[src/rtl/tt_pkg.sv]
package tt_pkg;
    typedef enum logic [1:0] {
        OP_PERIOD = 2'd0,
        OP_READ   = 2'd1,
        OP_IRQ    = 2'd2
    } tt_op_e;

    typedef enum logic {
        RUN_STOPPED = 1'b0,
        RUN_ACTIVE  = 1'b1
    } run_state_e;

    typedef enum logic [1:0] {
        IRQ_OFF   = 2'd0,
        IRQ_ARMED = 2'd1,
        IRQ_WAIT  = 2'd2
    } irq_state_e;

    localparam logic [31:0] TT_HW_ID  = 32'h12d0_b402;
    localparam logic [15:0] TT_HW_VER = 16'd1;
endpackage

[src/rtl/tt_cmd_decode.sv]
module tt_cmd_decode #(
    parameter int unsigned WORD_W = 16
) (
    input  logic              cmd_valid,
    input  logic [WORD_W-1:0] op,
    output logic              do_period,
    output logic              do_read,
    output logic              do_irq
);
    import tt_pkg::*;

    always_comb begin
        do_period = cmd_valid && (op == WORD_W'(OP_PERIOD));
        do_read   = cmd_valid && (op == WORD_W'(OP_READ));
        do_irq    = cmd_valid && (op == WORD_W'(OP_IRQ));
    end
endmodule

[src/rtl/tt_tick_gen.sv]
module tt_tick_gen #(
    parameter int unsigned CLK_PER_BASE = 833333,
    parameter int unsigned DIV_W        = 16
) (
    input  logic             clk,
    input  logic             rst_n,
    input  logic             restart,
    input  logic [DIV_W-1:0] new_div,
    output logic             tick
);
    import tt_pkg::*;

    localparam int unsigned PW = (CLK_PER_BASE > 1) ? $clog2(CLK_PER_BASE) : 1;
    localparam logic [PW-1:0] PRE_LAST = PW'(CLK_PER_BASE - 1);

    run_state_e       state_q, state_d;
    logic [PW-1:0]    pre_q;
    logic [DIV_W-1:0] div_q;
    logic [DIV_W-1:0] per_q;
    logic             base_last;
    logic             period_last;

    assign base_last   = (pre_q == PRE_LAST);
    assign period_last = (div_q == per_q - 1'b1);

    // next-state logic
    always_comb begin
        state_d = state_q;
        unique case (state_q)
            RUN_STOPPED: if (restart && new_div != '0) state_d = RUN_ACTIVE;
            RUN_ACTIVE:  if (restart && new_div == '0) state_d = RUN_STOPPED;
            default:     state_d = RUN_STOPPED;
        endcase
    end

    // state register
    always_ff @(posedge clk) begin
        if (!rst_n) state_q <= RUN_STOPPED;
        else        state_q <= state_d;
    end

    // prescaler and divisor counters
    always_ff @(posedge clk) begin
        if (!rst_n) begin
            pre_q <= '0;
            div_q <= '0;
            per_q <= '0;
        end else if (restart) begin
            pre_q <= '0;
            div_q <= '0;
            per_q <= new_div;
        end else if (state_q == RUN_ACTIVE) begin
            if (base_last) begin
                pre_q <= '0;
                div_q <= period_last ? '0 : div_q + 1'b1;
            end else begin
                pre_q <= pre_q + 1'b1;
            end
        end
    end

    // outputs
    always_comb begin
        tick = (state_q == RUN_ACTIVE) && base_last && period_last && !restart;
    end
endmodule

[src/rtl/tt_irq_ctrl.sv]
module tt_irq_ctrl #(
    parameter int unsigned WORD_W = 16
) (
    input  logic              clk,
    input  logic              rst_n,
    input  logic              arm_cmd,
    input  logic [WORD_W-1:0] arm_msg,
    input  logic              tick,
    input  logic              ack,
    output logic              irq_pulse,
    output logic [WORD_W-1:0] irq_msg
);
    import tt_pkg::*;

    irq_state_e state_q, state_d;
    logic       fire;

    // next-state logic
    always_comb begin
        state_d = state_q;
        if (arm_cmd) begin
            state_d = (arm_msg != '0) ? IRQ_ARMED : IRQ_OFF;
        end else begin
            unique case (state_q)
                IRQ_OFF:   state_d = IRQ_OFF;
                IRQ_ARMED: if (tick) state_d = IRQ_WAIT;
                IRQ_WAIT:  if (ack)  state_d = IRQ_ARMED;
                default:   state_d = IRQ_OFF;
            endcase
        end
    end

    // state register
    always_ff @(posedge clk) begin
        if (!rst_n) state_q <= IRQ_OFF;
        else        state_q <= state_d;
    end

    assign fire = (state_q == IRQ_ARMED) && tick && !arm_cmd;

    // outputs
    always_ff @(posedge clk) begin
        if (!rst_n) begin
            irq_pulse <= 1'b0;
            irq_msg   <= '0;
        end else begin
            irq_pulse <= fire;
            if (arm_cmd && arm_msg != '0) irq_msg <= arm_msg;
        end
    end
endmodule

[src/rtl/tick_timer.sv]
module tick_timer #(
    parameter int unsigned CLK_PER_BASE = 833333,
    parameter int unsigned WORD_W       = 16
) (
    input  logic              clk,
    input  logic              rst_n,
    input  logic              cmd_valid,
    input  logic [WORD_W-1:0] reg_a,
    input  logic [WORD_W-1:0] reg_b,
    output logic [WORD_W-1:0] reg_c,
    input  logic              irq_ack,
    output logic              irq_pulse,
    output logic [WORD_W-1:0] irq_msg,
    output logic [31:0]       hw_id,
    output logic [15:0]       hw_version
);
    import tt_pkg::*;

    logic              do_period;
    logic              do_read;
    logic              do_irq;
    logic              tick_w;
    logic [WORD_W-1:0] elapsed_q;

    tt_cmd_decode #(.WORD_W(WORD_W)) u_dec (
        .cmd_valid (cmd_valid),
        .op        (reg_a),
        .do_period (do_period),
        .do_read   (do_read),
        .do_irq    (do_irq)
    );

    tt_tick_gen #(.CLK_PER_BASE(CLK_PER_BASE), .DIV_W(WORD_W)) u_gen (
        .clk     (clk),
        .rst_n   (rst_n),
        .restart (do_period),
        .new_div (reg_b),
        .tick    (tick_w)
    );

    tt_irq_ctrl #(.WORD_W(WORD_W)) u_irq (
        .clk       (clk),
        .rst_n     (rst_n),
        .arm_cmd   (do_irq),
        .arm_msg   (reg_b),
        .tick      (tick_w),
        .ack       (irq_ack),
        .irq_pulse (irq_pulse),
        .irq_msg   (irq_msg)
    );

    always_ff @(posedge clk) begin
        if (!rst_n)         elapsed_q <= '0;
        else if (do_period) elapsed_q <= '0;
        else if (tick_w)    elapsed_q <= elapsed_q + 1'b1;
    end

    always_ff @(posedge clk) begin
        if (!rst_n)       reg_c <= '0;
        else if (do_read) reg_c <= elapsed_q;
    end

    assign hw_id      = TT_HW_ID;
    assign hw_version = TT_HW_VER;
endmodule

[config.mk]
export PLATFORM = sky130hd
export DESIGN_NAME = tick_timer
export DESIGN_NICKNAME = d
export VERILOG_FILES = /design/src/rtl/tt_pkg.sv /design/src/rtl/tt_cmd_decode.sv /design/src/rtl/tt_tick_gen.sv /design/src/rtl/tt_irq_ctrl.sv /design/src/rtl/tick_timer.sv
export SDC_FILE = /design/constraint.sdc
export NUM_CORES = 1
export LEC_CHECK = 0
export ABC_AREA = 0
export CAP_MARGIN = 30
export CORE_ASPECT_RATIO = 0.7
export CORE_UTILIZATION = 52
export DETAILED_ROUTE_END_ITERATION = 8
export GPL_TIMING_DRIVEN = 0
export HOLD_SLACK_MARGIN = 0.05
export PLACE_DENSITY = 0.83
export SLEW_MARGIN = 10
export SYNTH_ARGS = -nofsm -noshare
export SYNTH_HDL_FRONTEND = slang
export SYNTH_SLANG_ARGS = --single-unit
[constraint.sdc]
create_clock -name clk -period 4 [get_ports clk]
set_clock_uncertainty 0.2 [all_clocks]
set_input_delay 0.4 -clock clk [delete_from_list [all_inputs] [get_ports clk]]
set_output_delay 0.4 -clock clk [all_outputs]
set_load 0.03 [all_outputs]
== Word-level counts from Yosys, hierarchy flattened ==
Cells that the tools add are included.
Widths: inputs -> output; s select.

* Register bits after elaboration: 104
* Word-level logic and storage cells: 52
* Output and inout port bits: 81
* Bits of input ports: 36

* Bitwise logic cells: 2
* Mux-type cells: 10
* Equal/unequal tests: 8
* Reduce and logical (&&, ||, !) cells: 19
* Add/sub/neg operators: 4

{| class="wikitable"
|+ Operators by type and width
! operator !! count
|-
| $add 16x1->16 const B || 2
|-
| $logic_not 16->1 || 2
|-
| $add 20x1->20 const B || 1
|-
| $eq 20x20->1 const B || 1
|-
| $mux 20 || 1
|-
| $eq 16x1->1 const B || 1
|-
| $eq 16x16->1 || 1
|-
| $eq 16x2->1 const B || 1
|-
| $mux 16 || 1
|-
| $reduce_bool 16->1 || 1
|-
| $sub 16x1->16 const B || 1
|-
| $logic_and 1x1->1 || 11
|-
| $mux 2 || 3
|-
| $pmux 2 s2 || 1
|-
| $reduce_and 2->1 || 2
|-
| $mux 1 || 3
|-
| $ne 3x1->1 const B || 1
|-
| $ne 3x2->1 const B || 1
|-
| $eq 2x1->1 const B || 1
|-
| $eq 2x2->1 const B || 1
|-
| $logic_not 1->1 || 2
|-
| $not 1->1 || 2
|-
| $pmux 1 s2 || 1
|-
| $reduce_or 2->1 || 1
|}

== Longest topological paths before layout ==
Gate-level depths: netlist (run 1).

* Word-level depth: 7
* Gate-level depth with buffers: 12

== Modules after synthesis ==
Synthesis (run 1) repeated with hierarchy kept, for this count alone.

* Cell total of the unflattened synthesis: 628
* Area, all modules: 5,646.7 µm²

{| class="wikitable"
|+ Modules (own cells, without submodules)
! module !! instances !! area each (µm²) !! cells each !! seq. area each (µm²)
|-
| tt_tick_gen || 1 || 3,055.4 || 348 || 1,061.0
|-
| tick_timer || 1 || 1,671.6 || 182 || 640.6
|-
| tt_irq_ctrl || 1 || 823.3 || 90 || 380.4
|-
| tt_cmd_decode || 1 || 96.3 || 8 || 0.0
|}

== Worst setup path before layout (run 1) ==
Ideal clock, no wire load.

* Path type: register to register
* Start point: register u_gen.per_q[0]
* End point: register elapsed_q[13]
* Cell stages (with the launch flop): 12
* Path buffers: 2
* Period minus slack after synthesis: 2,921 ps
* Path slack: 1,079 ps
* Arrival time: 2,651 ps
* Setup time: 70 ps
* Cell sequence: dfxtp_1 -> inv_1 -> ha_1 -> or3b_1 -> buf_6 -> o31ai_2 -> a21oi_1 -> o31ai_1 -> nand4_2 -> buf_2 -> or4_1 -> a21oi_1

* Word-level cells in the longest chain between the ends: 4

{| class="wikitable"
|+ RTL lines
! element !! RTL line !! text
|-
| start: declaration || tt_tick_gen.sv:19 || <nowiki>logic [DIV_W-1:0] per_q;</nowiki>
|-
| start signal: assignment || tt_tick_gen.sv:51 || <nowiki>per_q <= new_div;</nowiki>
|-
| $sub 16x1->16 || tt_tick_gen.sv:24 || <nowiki>assign period_last = (div_q == per_q - 1'b1);</nowiki>
|-
| $eq 16x16->1 || tt_tick_gen.sv:24 ||
|-
| $logic_and 1x1->1 (2 in a row) || tt_tick_gen.sv:64 || <nowiki>tick = (state_q == RUN_ACTIVE) && base_last && period_last && !restart;</nowiki>
|-
| end signal: assignment || tick_timer.sv:55 || <nowiki>else if (tick_w) elapsed_q <= elapsed_q + 1'b1;</nowiki>
|-
| end: declaration || tick_timer.sv:23 || <nowiki>logic [WORD_W-1:0] elapsed_q;</nowiki>
|}

No other way between the ends.
A chain may end at the register's enable or synchronous reset.

== Worst setup path after layout (run 1) ==
Ends and elaborated chain as after synthesis.

==> flow_summary.toml, run 1 <==
[clock_network]
cts_tree = "done"
cts_setup_buffers = 0
h-tree-depth = 3
clkLatencyLatePin_ns = 0.35
root_buffer = "clkbuf_16"
clk_pin_slew_ns = 0.07
cts.sinks = 104
cts_resized = 0
hold_buffers = 0
cts_buffer_depth = 2
numCtsBuffers = 9

[synthesis]
ys_seq_area_share_pct = 37.3
synth_seq_cells = 104
synthArstFlopShare_pct = 0
synth_edf_count = 0
syn_inst = 666
yosys_warnings = 0
syn_area_sq_um = 5580
yosysUniqueCellTypes = 54
synthFlopType = "dfxtp_1"
syn_area_per_cell_sq_um = 8.38

[sta]
tightest_slew_ns = 0.600
rsz0062_at_grt = "false"
drv_slew = 0
setup_viol = 0
holdWs_ns = 0.265
fin_crit_sh_pct = 85.7
max_freq_mhz = 292
tns_ns = 0
fin_crit_ns = 3.43
relSlewSlack_pct = 59.7
hold_viol = 0

[finish]
final_common_cell = "dfxtp_1"
final_cell_mix = "dfxtp_1, nand2_1, clkdlybuf4s50_1"
finalNonFillerCells = 927
regArea_sq_um = 2080
finalInstanceArea_sq_um = 6920
multi_input_area_sq_um = 3110
areaGrowthSynthToFinish_pct = 23.9
drive_above_1_share_pct = 11.8
diodes = 0
fillers = 858
final_nets = 831

[worst_setup_path]
endpoint_kind = "flip-flop"
cp.arrival_ns = 3.45
crit_type = "flip-flop to flip-flop"
crit_fanout = 10
cp.required_ns = 4.02
worstSetupStartpointType = "flip-flop"

[pwr]
powerDensity_nw_per_um2 = 313
leakage_uw = 0.00248
peakVddDrop_mv = 0.223
power.total_uw = 2170

[floorplan]
start_util_pct = 53.7
io_pins = 117
die_h_microns = 88.7
die-area_sq_um = 11200
core_area_sq_um = 10400
rows = 31
die_w_microns = 126

[place]
place_area_sq_um = 6590
place.detailed.hpwl_microns = 10700
io_buffers = 67
gp_congestion = 0.860
dp_cells = 911

[detailed_routing]
wire_per_inst_microns = 15.0
routed-via-count = 5007
ant_nets = 0
drtIter0Drc = 336
drt_wl_total_microns = 13900
drc = 0
vias_per_cell = 5.40
first_pass_iters = 5

[global_route]
overflow = 0
antenna_found_initial = 0
grt_max_degree = 19
grt_pass1_vias = 4814
grt_usage_pct = 26.2
grt_pass1_wl_microns = 23200

[job]
cap_violations = 0

[min_path]
hold_class = "flip-flop to flip-flop"

[outcome]
status = "finished, final reports clean"
## layout make-up
class	instances	area share [%]
clock buffers	9	3.26
plain buffers	83	7.51
clock inverters	7	1.48
repair buffers	67	9.69
multi-input cells	514	45.0
inverters	11	0.597
well taps	132	2.39
flip-flops and latches	104	30.1
## report_power, final
| part | switching [uW] | internal, uW |
|---|---|---|
| combinational | 101 | 72.3 |
| clock | 404 | 555 |
| sequential | 0.00275 | 1030 |
| total | 506 | 1660 |
## kinds of logic (layout without fill, tap and decap cells)
family | after synthesis | count (layout) | share of synthesized area [%]
adders and majority gates | 5 | 5 | 1.12
DFF | 104 | 104 | 37.3
muxes | 16 | 16 | 2.87
AOI/OAI and AO/OA | 90 | 90 | 11.4
other | 2 | 48 | 0.135
and+or+nand+nor | 301 | 301 | 28.7
xor gates and xnor gates | 54 | 54 | 8.47
buffers and inverters | 94 | 177 | 10.0
## routing by layer
layer,up-vias,share of wire [%],track usage [%]
li1,2466,-,-
met1,2361,47,33.0
met2,161,47,45.8
met3,19,5.2,5.80
met4,0,1.1,7.56
met5,-,0,0
## cells in the mapped netlist (3+ instances only)
library cell / n / area (sq um)
nand4_2: 3 / 37.5
nor3_2: 3 / 30.0
buf_2: 9 / 45.0
buf_4: 48 / 360
o31ai_1: 17 / 128
xor2_1: 17 / 149
mux2i_1: 16 / 160
nor2_1: 44 / 165
xnor2_1: 37 / 324
nand3_1: 23 / 115
dfxtp_1: 104 / 2080
a21oi_1: 24 / 120
clkbuf_1: 23 / 86.3
or4_1: 16 / 120
nor3_1: 29 / 145
inv_1: 11 / 41.3
nand4_1: 15 / 93.8
nand2_1: 96 / 360
o21ai_0: 5 / 25.0
nor4_1: 14 / 87.6
ha_1: 5 / 62.6
nor4b_1: 3 / 26.3
or3_1: 4 / 25.0
and3_1: 12 / 75.1
a21boi_0: 33 / 248
nor2b_1: 18 / 113
## final timing paths
check / to / start / depth (start not counted) / slack, ns
max: elapsed_q[13] / u_gen.per_q[0] / 12 / 0.57
min: reg_c[8] / reg_c[8] / 2 / 0.27
max reg2reg: elapsed_q[13] / u_gen.per_q[0] / 12 / 0.57
min reg2reg: reg_c[8] / reg_c[8] / 2 / 0.27
## per-stage QoR
step / setup WS (ns) / utilization [%]
after CTS: 0.645 / 66.6
after global routing: 0.292 / 66.6
after detailed placement: 0.657 / 63.4
after global placement: 0.740 / 63.4
after floorplan: 1.08 / -
final: 0.571 / 66.6
## registers in the layout (all words and copies together) (netlist names), named ones only
name and cells:
u_irq.irq_msg 16, u_irq.state_q 2, elapsed_q 16, u_gen.per_q 16
u_irq.irq_pulse 1, u_gen.pre_q 20, u_gen.div_q 16, reg_c 16
## worst max-delay path, stage by stage (launching register included)
cell	delay, ns
dfxtp_1	0.37
inv_1	0.08
ha_1	0.26
or3b_1	0.39
buf_6	0.15
nor3_1	0.24
nor3b_1	0.09
o31ai_1	0.32
nand4_2	0.28
buf_2	0.28
buf_2	0.21
o31ai_1	0.32
a21oi_1	0.11
Note: power is estimated with default switching activity, not from simulation.
==> run 2: changes to the inputs <==
--- a/config.mk
+++ b/config.mk
@@ -13,7 +13,6 @@
 export GPL_TIMING_DRIVEN = 0
 export HOLD_SLACK_MARGIN = 0.05
 export PLACE_DENSITY = 0.83
-export SLEW_MARGIN = 10
 export SYNTH_ARGS = -nofsm -noshare
 export SYNTH_HDL_FRONTEND = slang
 export SYNTH_SLANG_ARGS = --single-unit
==> results of run 2 <==
No change in the layout: final DEF, timing and power equal those of run 1.
